### config.mk
export PLATFORM = sky130hd
export DESIGN_NAME = fg_pixel_classifier
export DESIGN_NICKNAME = d
export VERILOG_FILES = /design/src/rtl/fgc_pkg.sv /design/src/rtl/fgc_front.sv /design/src/rtl/fgc_match.sv /design/src/rtl/fgc_update.sv /design/src/rtl/fg_pixel_classifier.sv
export SDC_FILE = /design/constraint.sdc
export NUM_CORES = 1
export LEC_CHECK = 0
export BUFFER_PORTS_ARGS = -buffer_cell sky130_fd_sc_hd__buf_2
export CORE_MARGIN = 3
export CORE_UTILIZATION = 55
export CTS_CLUSTER_SIZE = 16
export DETAILED_ROUTE_END_ITERATION = 8
export GPL_ROUTABILITY_DRIVEN = 0
export PLACE_DENSITY = 0.78
export SYNTH_ARGS = -nofsm -noshare
export SYNTH_HDL_FRONTEND = slang
export SYNTH_SLANG_ARGS = --single-unit
### constraint.sdc
create_clock -name clk_i -period 8.94 [get_ports clk_i]
set_input_delay 1.341 -clock clk_i [delete_from_list [all_inputs] [get_ports clk_i]]
set_output_delay 1.341 -clock clk_i [all_outputs]
set_load 0.01 [all_outputs]
### src/rtl/fgc_pkg.sv
package fgc_pkg;
  parameter int unsigned PIX_W = 8;

  typedef logic [PIX_W-1:0] pix_t;

  typedef struct packed {
    pix_t r;
    pix_t g;
    pix_t b;
  } rgb_t;

  typedef struct packed {
    pix_t centre;
    pix_t half;
    pix_t weight;
  } clus_t;

  localparam int unsigned CLUS_W = $bits(clus_t);
  localparam int unsigned RGB_W  = $bits(rgb_t);

  function automatic pix_t abs_diff(input pix_t a, input pix_t b);
    return (a > b) ? (a - b) : (b - a);
  endfunction

  function automatic pix_t luma(input rgb_t p);
    logic [PIX_W+1:0] s;
    s = {2'b00, p.r} + {1'b0, p.g, 1'b0} + {2'b00, p.b};
    return s[PIX_W+1:2];
  endfunction
endpackage

### src/rtl/fgc_front.sv
module fgc_front
  import fgc_pkg::*;
(
  input  rgb_t cur_i,
  input  rgb_t prev_i,
  output rgb_t resid_o,
  output pix_t y_cur_o,
  output pix_t y_prev_o
);
  logic [2:0][PIX_W-1:0] c_ch, p_ch, r_ch;

  assign c_ch = cur_i;
  assign p_ch = prev_i;

  for (genvar ch = 0; ch < 3; ch++) begin : g_ch
    assign r_ch[ch] = abs_diff(c_ch[ch], p_ch[ch]);
  end

  assign resid_o  = r_ch;
  assign y_cur_o  = luma(cur_i);
  assign y_prev_o = luma(prev_i);
endmodule

### src/rtl/fgc_match.sv
module fgc_match
  import fgc_pkg::*;
#(
  parameter int unsigned K      = 3,
  parameter int unsigned IDX_W  = (K > 1) ? $clog2(K) : 1,
  parameter int unsigned THRESH = 128
) (
  input  pix_t             y_i,
  input  clus_t [K-1:0]    clus_i,
  output logic             hit_any_o,
  output logic [IDX_W-1:0] midx_o,
  output logic [IDX_W-1:0] lowidx_o,
  output logic             bg_o
);
  localparam int unsigned SUM_W = PIX_W + $clog2(K + 1);

  logic [K-1:0]       hit;
  logic [K-1:0]       in_set;
  logic [SUM_W-1:0]   pre_sum [K];
  pix_t               wmin;

  for (genvar i = 0; i < K; i++) begin : g_clus
    assign hit[i] = abs_diff(y_i, clus_i[i].centre) <= clus_i[i].half;

    // weight of every cluster ranked ahead of this one
    always_comb begin
      pre_sum[i] = '0;
      for (int j = 0; j < K; j++) begin
        if ((clus_i[j].weight > clus_i[i].weight) ||
            ((clus_i[j].weight == clus_i[i].weight) && (j < i)))
          pre_sum[i] = pre_sum[i] + SUM_W'(clus_i[j].weight);
      end
      in_set[i] = (32'(pre_sum[i]) <= THRESH);
    end
  end

  always_comb begin
    hit_any_o = 1'b0;
    midx_o    = '0;
    for (int i = K - 1; i >= 0; i--) begin
      if (hit[i]) begin
        hit_any_o = 1'b1;
        midx_o    = IDX_W'(i);
      end
    end
  end

  always_comb begin
    wmin     = clus_i[0].weight;
    lowidx_o = '0;
    for (int i = 1; i < K; i++) begin
      if (clus_i[i].weight < wmin) begin
        wmin     = clus_i[i].weight;
        lowidx_o = IDX_W'(i);
      end
    end
  end

  assign bg_o = hit_any_o & in_set[midx_o];
endmodule

### src/rtl/fgc_update.sv
module fgc_update
  import fgc_pkg::*;
#(
  parameter int unsigned K        = 3,
  parameter int unsigned IDX_W    = (K > 1) ? $clog2(K) : 1,
  parameter int unsigned BAND_PCT = 50,
  parameter int unsigned DEF_HALF = 16
) (
  input  pix_t             y_cur_i,
  input  pix_t             y_prev_i,
  input  clus_t [K-1:0]    clus_i,
  input  logic [IDX_W-1:0] prev_idx_i,
  input  logic             prev_vld_i,
  input  logic             hit_any_i,
  input  logic [IDX_W-1:0] midx_i,
  input  logic [IDX_W-1:0] lowidx_i,
  output logic             fg_o,
  output clus_t [K-1:0]    clus_o,
  output logic [IDX_W-1:0] idx_o,
  output logic             vld_o
);
  localparam int unsigned BW = PIX_W + 8;

  clus_t          mc;
  logic [BW-1:0]  band;
  logic           out_cur, out_prev, repeat_fg;

  assign mc       = clus_i[midx_i];
  assign band     = ({8'b0, mc.half} * BW'(BAND_PCT)) / BW'(100);
  assign out_cur  = {8'b0, abs_diff(y_cur_i,  mc.centre)} > band;
  assign out_prev = {8'b0, abs_diff(y_prev_i, mc.centre)} > band;

  assign repeat_fg = hit_any_i & prev_vld_i & (prev_idx_i == midx_i) & out_cur & out_prev;
  assign fg_o      = ~hit_any_i | repeat_fg;

  for (genvar i = 0; i < K; i++) begin : g_upd
    clus_t nxt;
    always_comb begin
      nxt = clus_i[i];
      if (hit_any_i && (midx_i == IDX_W'(i))) begin
        if (clus_i[i].weight != '1) nxt.weight = clus_i[i].weight + 1'b1;
      end else if (!hit_any_i && (lowidx_i == IDX_W'(i))) begin
        nxt.centre = y_cur_i;
        nxt.half   = PIX_W'(DEF_HALF);
        nxt.weight = PIX_W'(1);
      end else if (clus_i[i].weight != '0) begin
        nxt.weight = clus_i[i].weight - 1'b1;
      end
    end
    assign clus_o[i] = nxt;
  end

  assign idx_o = hit_any_i ? midx_i : '0;
  assign vld_o = hit_any_i;
endmodule

### src/rtl/fg_pixel_classifier.sv
module fg_pixel_classifier
  import fgc_pkg::*;
#(
  parameter int unsigned K        = 3,
  parameter int unsigned BAND_PCT = 50,
  parameter int unsigned THRESH   = 128,
  parameter int unsigned DEF_HALF = 16,
  parameter int unsigned IDX_W    = (K > 1) ? $clog2(K) : 1,
  parameter int unsigned STATE_W  = K * 24 + IDX_W + 1
) (
  input  logic               clk_i,
  input  logic               rst_ni,
  input  logic               in_valid_i,
  output logic               in_ready_o,
  input  logic               sof_i,
  input  logic               eol_i,
  input  logic [23:0]        cur_rgb_i,
  input  logic [23:0]        prev_rgb_i,
  input  logic [STATE_W-1:0] state_i,
  output logic               out_valid_o,
  input  logic               out_ready_i,
  output logic               sof_o,
  output logic               eol_o,
  output logic               fg_o,
  output logic               bg_hit_o,
  output logic [23:0]        resid_o,
  output logic [STATE_W-1:0] state_o
);
  localparam int unsigned CL_W = K * CLUS_W;

  typedef struct packed {
    logic               sof;
    logic               eol;
    rgb_t               res;
    pix_t               yc;
    pix_t               yp;
    logic [STATE_W-1:0] st;
  } s1_t;

  typedef struct packed {
    s1_t                b;
    logic               hit;
    logic [IDX_W-1:0]   midx;
    logic [IDX_W-1:0]   lowidx;
    logic               bg;
  } s2_t;

  typedef struct packed {
    logic               sof;
    logic               eol;
    logic               fg;
    logic               bg;
    rgb_t               res;
    logic [STATE_W-1:0] st;
  } s3_t;

  logic en, acc;
  logic v1, v2, v3;
  s1_t  s1, s1_d;
  s2_t  s2, s2_d;
  s3_t  s3, s3_d;

  assign en         = ~v3 | out_ready_i;
  assign acc        = in_valid_i & en;
  assign in_ready_o = en;

  // stage 1: residual and intensity
  rgb_t f_res;
  pix_t f_yc, f_yp;

  fgc_front u_front (
    .cur_i    (rgb_t'(cur_rgb_i)),
    .prev_i   (rgb_t'(prev_rgb_i)),
    .resid_o  (f_res),
    .y_cur_o  (f_yc),
    .y_prev_o (f_yp)
  );

  assign s1_d = '{sof: sof_i, eol: eol_i, res: f_res, yc: f_yc, yp: f_yp, st: state_i};

  // stage 2: cluster match
  clus_t [K-1:0]    s1_clus;
  logic             m_hit, m_bg;
  logic [IDX_W-1:0] m_idx, m_low;

  assign s1_clus = s1.st[CL_W-1:0];

  fgc_match #(.K(K), .IDX_W(IDX_W), .THRESH(THRESH)) u_match (
    .y_i       (s1.yc),
    .clus_i    (s1_clus),
    .hit_any_o (m_hit),
    .midx_o    (m_idx),
    .lowidx_o  (m_low),
    .bg_o      (m_bg)
  );

  assign s2_d = '{b: s1, hit: m_hit, midx: m_idx, lowidx: m_low, bg: m_bg};

  // stage 3: decision and state update
  clus_t [K-1:0]    s2_clus, u_clus;
  logic             u_fg, u_vld;
  logic [IDX_W-1:0] u_idx;

  assign s2_clus = s2.b.st[CL_W-1:0];

  fgc_update #(.K(K), .IDX_W(IDX_W), .BAND_PCT(BAND_PCT), .DEF_HALF(DEF_HALF)) u_update (
    .y_cur_i    (s2.b.yc),
    .y_prev_i   (s2.b.yp),
    .clus_i     (s2_clus),
    .prev_idx_i (s2.b.st[STATE_W-2 -: IDX_W]),
    .prev_vld_i (s2.b.st[STATE_W-1]),
    .hit_any_i  (s2.hit),
    .midx_i     (s2.midx),
    .lowidx_i   (s2.lowidx),
    .fg_o       (u_fg),
    .clus_o     (u_clus),
    .idx_o      (u_idx),
    .vld_o      (u_vld)
  );

  assign s3_d = '{sof: s2.b.sof, eol: s2.b.eol, fg: u_fg, bg: s2.bg,
                  res: s2.b.res, st: {u_vld, u_idx, u_clus}};

  // stall-all pipeline: every stage moves only when the output can drain
  always_ff @(posedge clk_i or negedge rst_ni) begin
    if (!rst_ni) begin
      v1 <= 1'b0;
      v2 <= 1'b0;
      v3 <= 1'b0;
      s1 <= '0;
      s2 <= '0;
      s3 <= '0;
    end else if (en) begin
      v1 <= in_valid_i;
      v2 <= v1;
      v3 <= v2;
      s1 <= s1_d;
      s2 <= s2_d;
      s3 <= s3_d;
    end
  end

  assign out_valid_o = v3;
  assign sof_o       = s3.sof;
  assign eol_o       = s3.eol;
  assign fg_o        = s3.fg;
  assign bg_hit_o    = s3.bg;
  assign resid_o     = s3.res;
  assign state_o     = s3.st;

  AST_LATENCY: assert property (@(posedge clk_i) disable iff (!rst_ni)
    ($past(rst_ni, 3) && $past(acc, 3) && $past(en, 2) && $past(en, 1)) |-> out_valid_o);

  AST_STALL_HOLD: assert property (@(posedge clk_i) disable iff (!rst_ni)
    (out_valid_o && !out_ready_i) |=> (out_valid_o && $stable(fg_o) && $stable(resid_o)
                                       && $stable(state_o) && $stable(bg_hit_o)));

  AST_RESET_IDLE: assert property (@(posedge clk_i) disable iff (!rst_ni)
    $past(!rst_ni) |-> !out_valid_o);

  AST_MISS_IS_FG: assert property (@(posedge clk_i) disable iff (!rst_ni)
    (out_valid_o && !state_o[STATE_W-1]) |-> fg_o);

  AST_BG_NEEDS_HIT: assert property (@(posedge clk_i) disable iff (!rst_ni)
    (out_valid_o && bg_hit_o) |-> state_o[STATE_W-1]);

  AST_PRIO_FIRST: assert property (@(posedge clk_i) disable iff (!rst_ni)
    (v2 && s2.hit && (s2.midx != '0)) |->
      (abs_diff(s2.b.yc, s2_clus[0].centre) > s2_clus[0].half));

  AST_HIT_WEIGHT: assert property (@(posedge clk_i) disable iff (!rst_ni)
    (v3 && s3.st[STATE_W-1]) |->
      (s3.st[32'(s3.st[STATE_W-2 -: IDX_W]) * CLUS_W +: PIX_W] != '0));
endmodule

Yosys cells after proc, flatten, opt, wreduce, memory -nomap -nowiden
Index checks and enable logic that the tools add are counted.
{"block": "totals", "ff_bits": 346, "input_bits": 129, "output_inout_bits": 105}
{"block": "op_classes", "addsub": 32, "multipliers": 1, "div_mod_pow": 1, "magnitude_cmp": 29, "eq_ne": 11, "mux": 49, "bitwise": 9, "reduce_logical": 15}
{"op": "8-bit 2-to-1 mux", "n": 24}
{"op": "8-bit > comparator", "n": 17}
{"op": "8-bit subtractor", "n": 16}
{"op": "16-bit 2-to-1 mux", "n": 6}
{"op": "10-bit by 8-bit adder with 10-bit output", "n": 6}
{"op": "10-bit 2-to-1 mux", "n": 6}
{"op": "24-bit binary-select mux with 2-bit select", "n": 1}
{"op": "8-bit by 16-bit > comparator with 1-bit output", "n": 2}
{"op": "10-bit by 8-bit less-or-equal comparator with 1-bit output (second input constant)", "n": 3}
{"op": "8-bit by 1-bit adder with 8-bit output (second input constant)", "n": 3}
{"op": "8-bit == test", "n": 3}
{"op": "8-bit less-or-equal comparator", "n": 3}
{"op": "24-bit 2-to-1 mux", "n": 1}
{"op": "8-bit inequality test (second input constant)", "n": 3}
{"op": "8-bit nonzero test", "n": 3}
{"op": "8-bit by 1-bit subtractor with 8-bit output (second input constant)", "n": 3}
{"op": "8-bit by 9-bit adder with 10-bit output", "n": 2}
{"op": "8-bit by 8-bit adder with 9-bit output", "n": 2}
{"op": "14-bit by 7-bit divider with 16-bit output (second input constant)", "n": 1}
{"op": "8-bit < comparator", "n": 2}
{"op": "8-bit by 5-bit multiplier with 13-bit output (second input constant)", "n": 1}
{"op": "2-bit 2-to-1 mux", "n": 5}
{"op": "1-bit logical AND", "n": 6}
{"op": "2-bit by 3-bit < comparator with 1-bit output (second input constant)", "n": 2}
{"op": "other kinds (11)", "n": 26}

Depth between registers and ports, before layout
{"block": "logic_depth", "word_depth": 11, "depth_mapped": 47}

By module
Synthesis repeated with hierarchy kept, for this count alone.
{"block": "unflattened", "cells_unflattened": 2586, "hier_area_um2": 27843.0}
{"module": "fg_pixel_classifier", "n_inst": 1, "cells_per_inst": 732, "area_each_um2": 14336.2, "seq_area_each_um2": 8658.3}
{"module": "fgc_update", "n_inst": 1, "cells_per_inst": 878, "area_each_um2": 6012.0, "seq_area_each_um2": 0.0}
{"module": "fgc_match", "n_inst": 1, "cells_per_inst": 632, "area_each_um2": 4667.0, "seq_area_each_um2": 0.0}
{"module": "fgc_front", "n_inst": 1, "cells_per_inst": 344, "area_each_um2": 2827.7, "seq_area_each_um2": 0.0}

Worst setup path before layout
No wires, ideal clock.
{"block": "synth_path", "path_kind": "register to register", "start": "register s2[4] (netlist name)", "end": "register s3, in the netlist fg_o", "setup_time_ps": 140, "arrival_ps": 8750, "t_required_ps": 8800, "slack_ps": 50, "stages_incl_launch_ff": 43, "path_buffers": 7, "cell_sequence": "dfrtp_1 clkbuf_1 clkbuf_1 clkbuf_1 mux2i_1 o21ai_0 ha_1 ha_1 fa_1 ha_1 or2_1 a41o_2 xnor2_2 or3_1 clkbuf_1 a221oi_2 buf_2 nor3b_1 (+7 left out) or3_1 a31o_4 nand2_4 mux2_1 o311ai_1 o211a_1 ha_1 nor2b_1 o21ai_0 nand2b_1 a21oi_1 nor2b_1 o21ai_0 nand2b_1 a21oi_1 nor2b_1 o211ai_1 a31oi_1"}
{"block": "synth_between", "elab_chain_cells": 8, "elab_cells_between_ends": 19}
{"item": "from (decl)", "line": "fg_pixel_classifier.sv:60", "text": "s2_t s2, s2_d;"}
{"item": "from (signal assigned)", "line": "fg_pixel_classifier.sv:131", "text": "s2 <= '0;"}
{"item": "from (signal assigned)", "line": "fg_pixel_classifier.sv:138", "text": "s2 <= s2_d;"}
{"item": "24-bit binary-select mux with 2-bit select", "line": "fgc_update.sv:28", "text": "assign mc = clus_i[midx_i];"}
{"item": "24-bit 2-to-1 mux (implied by the code)", "line": "fgc_update.sv:28"}
{"item": "8-bit by 5-bit multiplier with 13-bit output, or another cell as far along", "line": "fgc_update.sv:29", "text": "assign band = ({8'b0, mc.half} * BW'(BAND_PCT)) / BW'(100);"}
{"item": "14-bit by 7-bit divider with 16-bit output or 8-bit 2-to-1 mux (tied branches)", "line": "fgc_update.sv:29, fgc_pkg.sv:22"}
{"item": "8-bit by 16-bit > comparator with 1-bit output", "line": "fgc_update.sv:30", "text": "assign out_cur = {8'b0, abs_diff(y_cur_i, mc.centre)} > band;"}
{"item": "1-bit AND", "line": "fgc_update.sv:33", "text": "assign repeat_fg = hit_any_i & prev_vld_i & (prev_idx_i == midx_i) & out_cur & out_prev;"}
{"item": "1-bit AND *", "line": "fgc_update.sv:33"}
{"item": "1-bit bitwise OR *", "line": "fgc_update.sv:34", "text": "assign fg_o = ~hit_any_i | repeat_fg;"}
{"item": "to (signal assigned)", "line": "fg_pixel_classifier.sv:132", "text": "s3 <= '0;"}
{"item": "to (signal assigned)", "line": "fg_pixel_classifier.sv:139", "text": "s3 <= s3_d;"}
{"item": "to (decl)", "line": "fg_pixel_classifier.sv:61", "text": "s3_t s3, s3_d;"}
Every way passes the cells marked *; elsewhere a longest branch is shown, timed or not. The select of a mux whose other input is x is not followed.
A chain may end at the register's enable or synchronous reset.

Worst setup path in the final report
Same ends and word-level chain as after synthesis.

==> results.md <==
* Status: finished clean
* Die Height at 219 um
* Wire per inst at 19.7 um
* Total grt overflow at 0
* I/O Pins at 234
* Max cap viols at 0
* Clock skew at 0.0180 ns
* Main combinational cell family by area after synthesis: compound AO/OA/AOI/OAI gates
* Yosys cell types at 93
* Drt first pass iters at 6
* Residual DRC at 0
* Crit-path slowest cell: or4_4
* Total GRT Usage at 0.301
* Critical path startpoint category: register
* Critical path depth at 39
* Clk buf depth at 3
* Synth warn at 0
* Most common flop cell mapped by yosys: dfrtp_1
* Crit. End Element: register
* Clock sink count at 346
* Yosys reg bits at 346
* Util after Layout at 0.639
* Area of the core at 44500 um2
* Tmin final at 8.64 ns
* Drt via density at 5.99
* Clock transition at path regs at 0.06 ns
* Worst Path Buf+Inv at 2
* Worst R2R Path Depth at 39
* Period Utilization, post-route at 0.966
* Drt total wl at 73900 um
* Avg Cell Area, Syn at 8.55 um2
* TritonCTS clock tree: done
* Setup CP Type: register to register
* Synth top area share at 0.347
* Setup slack after layout at 0.300 ns
* Hold worst-path end: out_valid_o
* Setup TNS Final at 0 ns
* Crit path required time at 9.36 ns
* Reg2Reg Launch Point: s2[4]
* Num CTS Buffers at 40
* DRT antenna net count at 0
* Row count at 77
* Least-Margin Pin Slew at 1.33 ns
* Layout cells sized above 1 at 0.142
* Post-synth top area cell: dfrtp_1
* Post-Synth Adder-Cell Area at 0.167
* First-pass GRT wire length at 115000 um
* Die area at 47900 um2
* Hpwl dp at 54700 um
* Slew Viols, Final at 0
* DIE WIDTH at 219 um
* Register-to-register setup slack at 0.30 ns
* NumNets Final at 3556
* PortBufs at 233
* Synth Area in Simple Gates at 0.180
* Synthesized instance count at 2918
* Post-synth ARST share at 1.00
* CTS root buf: clkbuf_16
* Post-synthesis sequential area ratio at 0.347
* Syn Nets at 3354
* Reg2reg end: fg_o
* Largest net degree at the start of global routing at 201
* Worst Path Max Fanout at 9
* Post-synthesis mux area share at 0.0298
* EDFF count, synth at 0
* Hold path startpoint: v2
* Vias in the first global route at 21.6k
* Via count at 22.4k
* Pre-CTS setup slack at -0.364 ns
* Fill count at 3663
* Slew headroom at 0.110
* Post-Synth XOR/XNOR Area at 0.0386
* Initial antenna violation count at 8
* Layout area overhead at 14.0%
* Top delay family on crit path: compound AO/OA/AOI/OAI gates
* Crit path largest cell delay at 0.60 ns
* Initial DRC Count at 2288
* Compound-gate portion of the synthesized area at 0.185
* Post-Syn Area at 24900 um2
* Fmax at 116 MHz
* Worst skew pair latency at 0.57 ns
* Top post-synthesis cells by area: dfrtp_1, ha_1, nand2_1
* # setup viols final at 0
* Seq. cell area at 8660 um2
* Hold Path Cell Cnt at 1
* Initial core utilization at 0.560
* Final hold viol count at 0
* Area of the multi-input gates at 15200 um2
* Clock H-tree levels at 2
* Hold Path Class: register to register
* Arr. time, crit path at 9.06 ns
through the flow:
step	hold slack [ns]	instance area (um2)	std cells
4_1_cts	0.456	28000	3718
5_1_grt	0.472	28400	3743
3_5_place_dp	0.445	26700	3647
3_3_place_gp	0.444	26700	3647
6_report	0.454	28400	3744
2_1_floorplan	0.430	24900	2918
Yosys cell counts, types with 10 or more instances:
| master | count |
|---|---|
| o221ai_1 | 12 |
| ha_1 | 269 |
| dfrtp_1 | 346 |
| mux2i_1 | 54 |
| nor2b_1 | 64 |
| a21oi_1 | 170 |
| nor3_1 | 16 |
| and3_1 | 13 |
| a221oi_1 | 21 |
| o21bai_1 | 16 |
| xnor2_1 | 59 |
| and2_1 | 17 |
| a221o_1 | 18 |
| nand4_1 | 28 |
| a211oi_1 | 16 |
| mux2_2 | 17 |
| nor2_1 | 153 |
| nand2_1 | 595 |
| inv_1 | 206 |
| a31oi_1 | 28 |
| fa_1 | 38 |
| xor2_1 | 49 |
| buf_1 | 11 |
| nand2b_1 | 34 |
| a21o_1 | 61 |
| o21a_1 | 23 |
| or3_1 | 10 |
| nand3_1 | 36 |
| clkbuf_1 | 116 |
| o21ai_0 | 269 |
layer usage:
metal  GRT usage  vias up  part of all wire
met5           0        -           0.00065
met4       0.131        8             0.045
met3      0.0554      216             0.094
met2       0.465     1088              0.45
met1       0.416    10700              0.41
li1            -    10400                 -
sequential cells by signal (all words and copies together), names as in the netlist:
register	flops
fg_o	1
v2	1
sof_o	1
eol_o	1
state_o	75
s2	123
v1	1
s1	117
bg_hit_o	1
resid_o	24
out_valid_o	1
cell type report:
| type | instances | area share |
|---|---|---|
| Multi-Input combinational cell | 2231 | 0.536 |
| Sequential cell | 346 | 0.305 |
| Timing Repair Buffer | 294 | 0.0586 |
| Clock buffer | 47 | 0.0376 |
| Inverter | 207 | 0.0276 |
| Tap cell | 592 | 0.0261 |
| Clock inverter | 24 | 0.00951 |
| Antenna cell | 3 | 0.000264 |
worst max-delay path by stage:
stage,from,to
after CTS,s2[4],fg_o
after detailed placement,s2[4],fg_o
after global placement,s2[4],fg_o
final,s2[4],fg_o
after floorplan,s2[4],fg_o
after global routing,s2[4],fg_o
kinds of logic after synthesis:
family / after synthesis
buf+inv: 342
fa+ha+maj: 311
mux: 72
simple gates: 1013
compound gates: 725
xor+xnor: 109
flops: 346
layout by cell type (no fill, tap or decap), types with 7 or more instances in the layout:
cell type,instances
clkbuf_16,41
o21ai_0,265
nor3_1,15
buf_4,57
o31ai_1,9
ha_1,268
xor2_1,48
nand2_1,594
a21o_1,61
a21oi_1,164
a211oi_1,13
mux2i_1,53
o221ai_1,12
nand3b_1,8
o21a_1,23
fa_1,37
dfrtp_1,345
xnor2_1,55
o22ai_1,7
nand4_1,28
mux2_2,16
clkinv_2,7
or3_1,8
clkinvlp_4,8
nand2b_1,34
a31oi_1,27
a221o_1,18
and3_1,12
nor2b_1,62
and2_1,17
a221oi_1,21
o211ai_1,9
nand3_1,36
o21bai_1,16
buf_2,232
nor2_1,151
inv_1,205
worst reg2reg max path: cells and delay by family (launching register included):
family / cells / cell delay [ns]
AO/OA/AOI/OAI: 16 / 3.06
AND/OR/NAND/NOR: 14 / 2.76
buffers and inverters: 2 / 0.25
adder cells (fa/ha/maj): 5 / 1.47
flip-flops: 1 / 0.44
multiplexers: 2 / 0.55
timing repair:
action | CTS | global route
hold buffers | 0 | 0
cloned | 0 | 1
buffers inserted | 0 | 22
pin swaps | 0 | 15
gates resized for setup | 10 | 47
setup endpoints to repair | 1 | 1
Power is not shown: default switching activity piles up to over one toggle a cycle in this logic, so the estimate is an artifact.
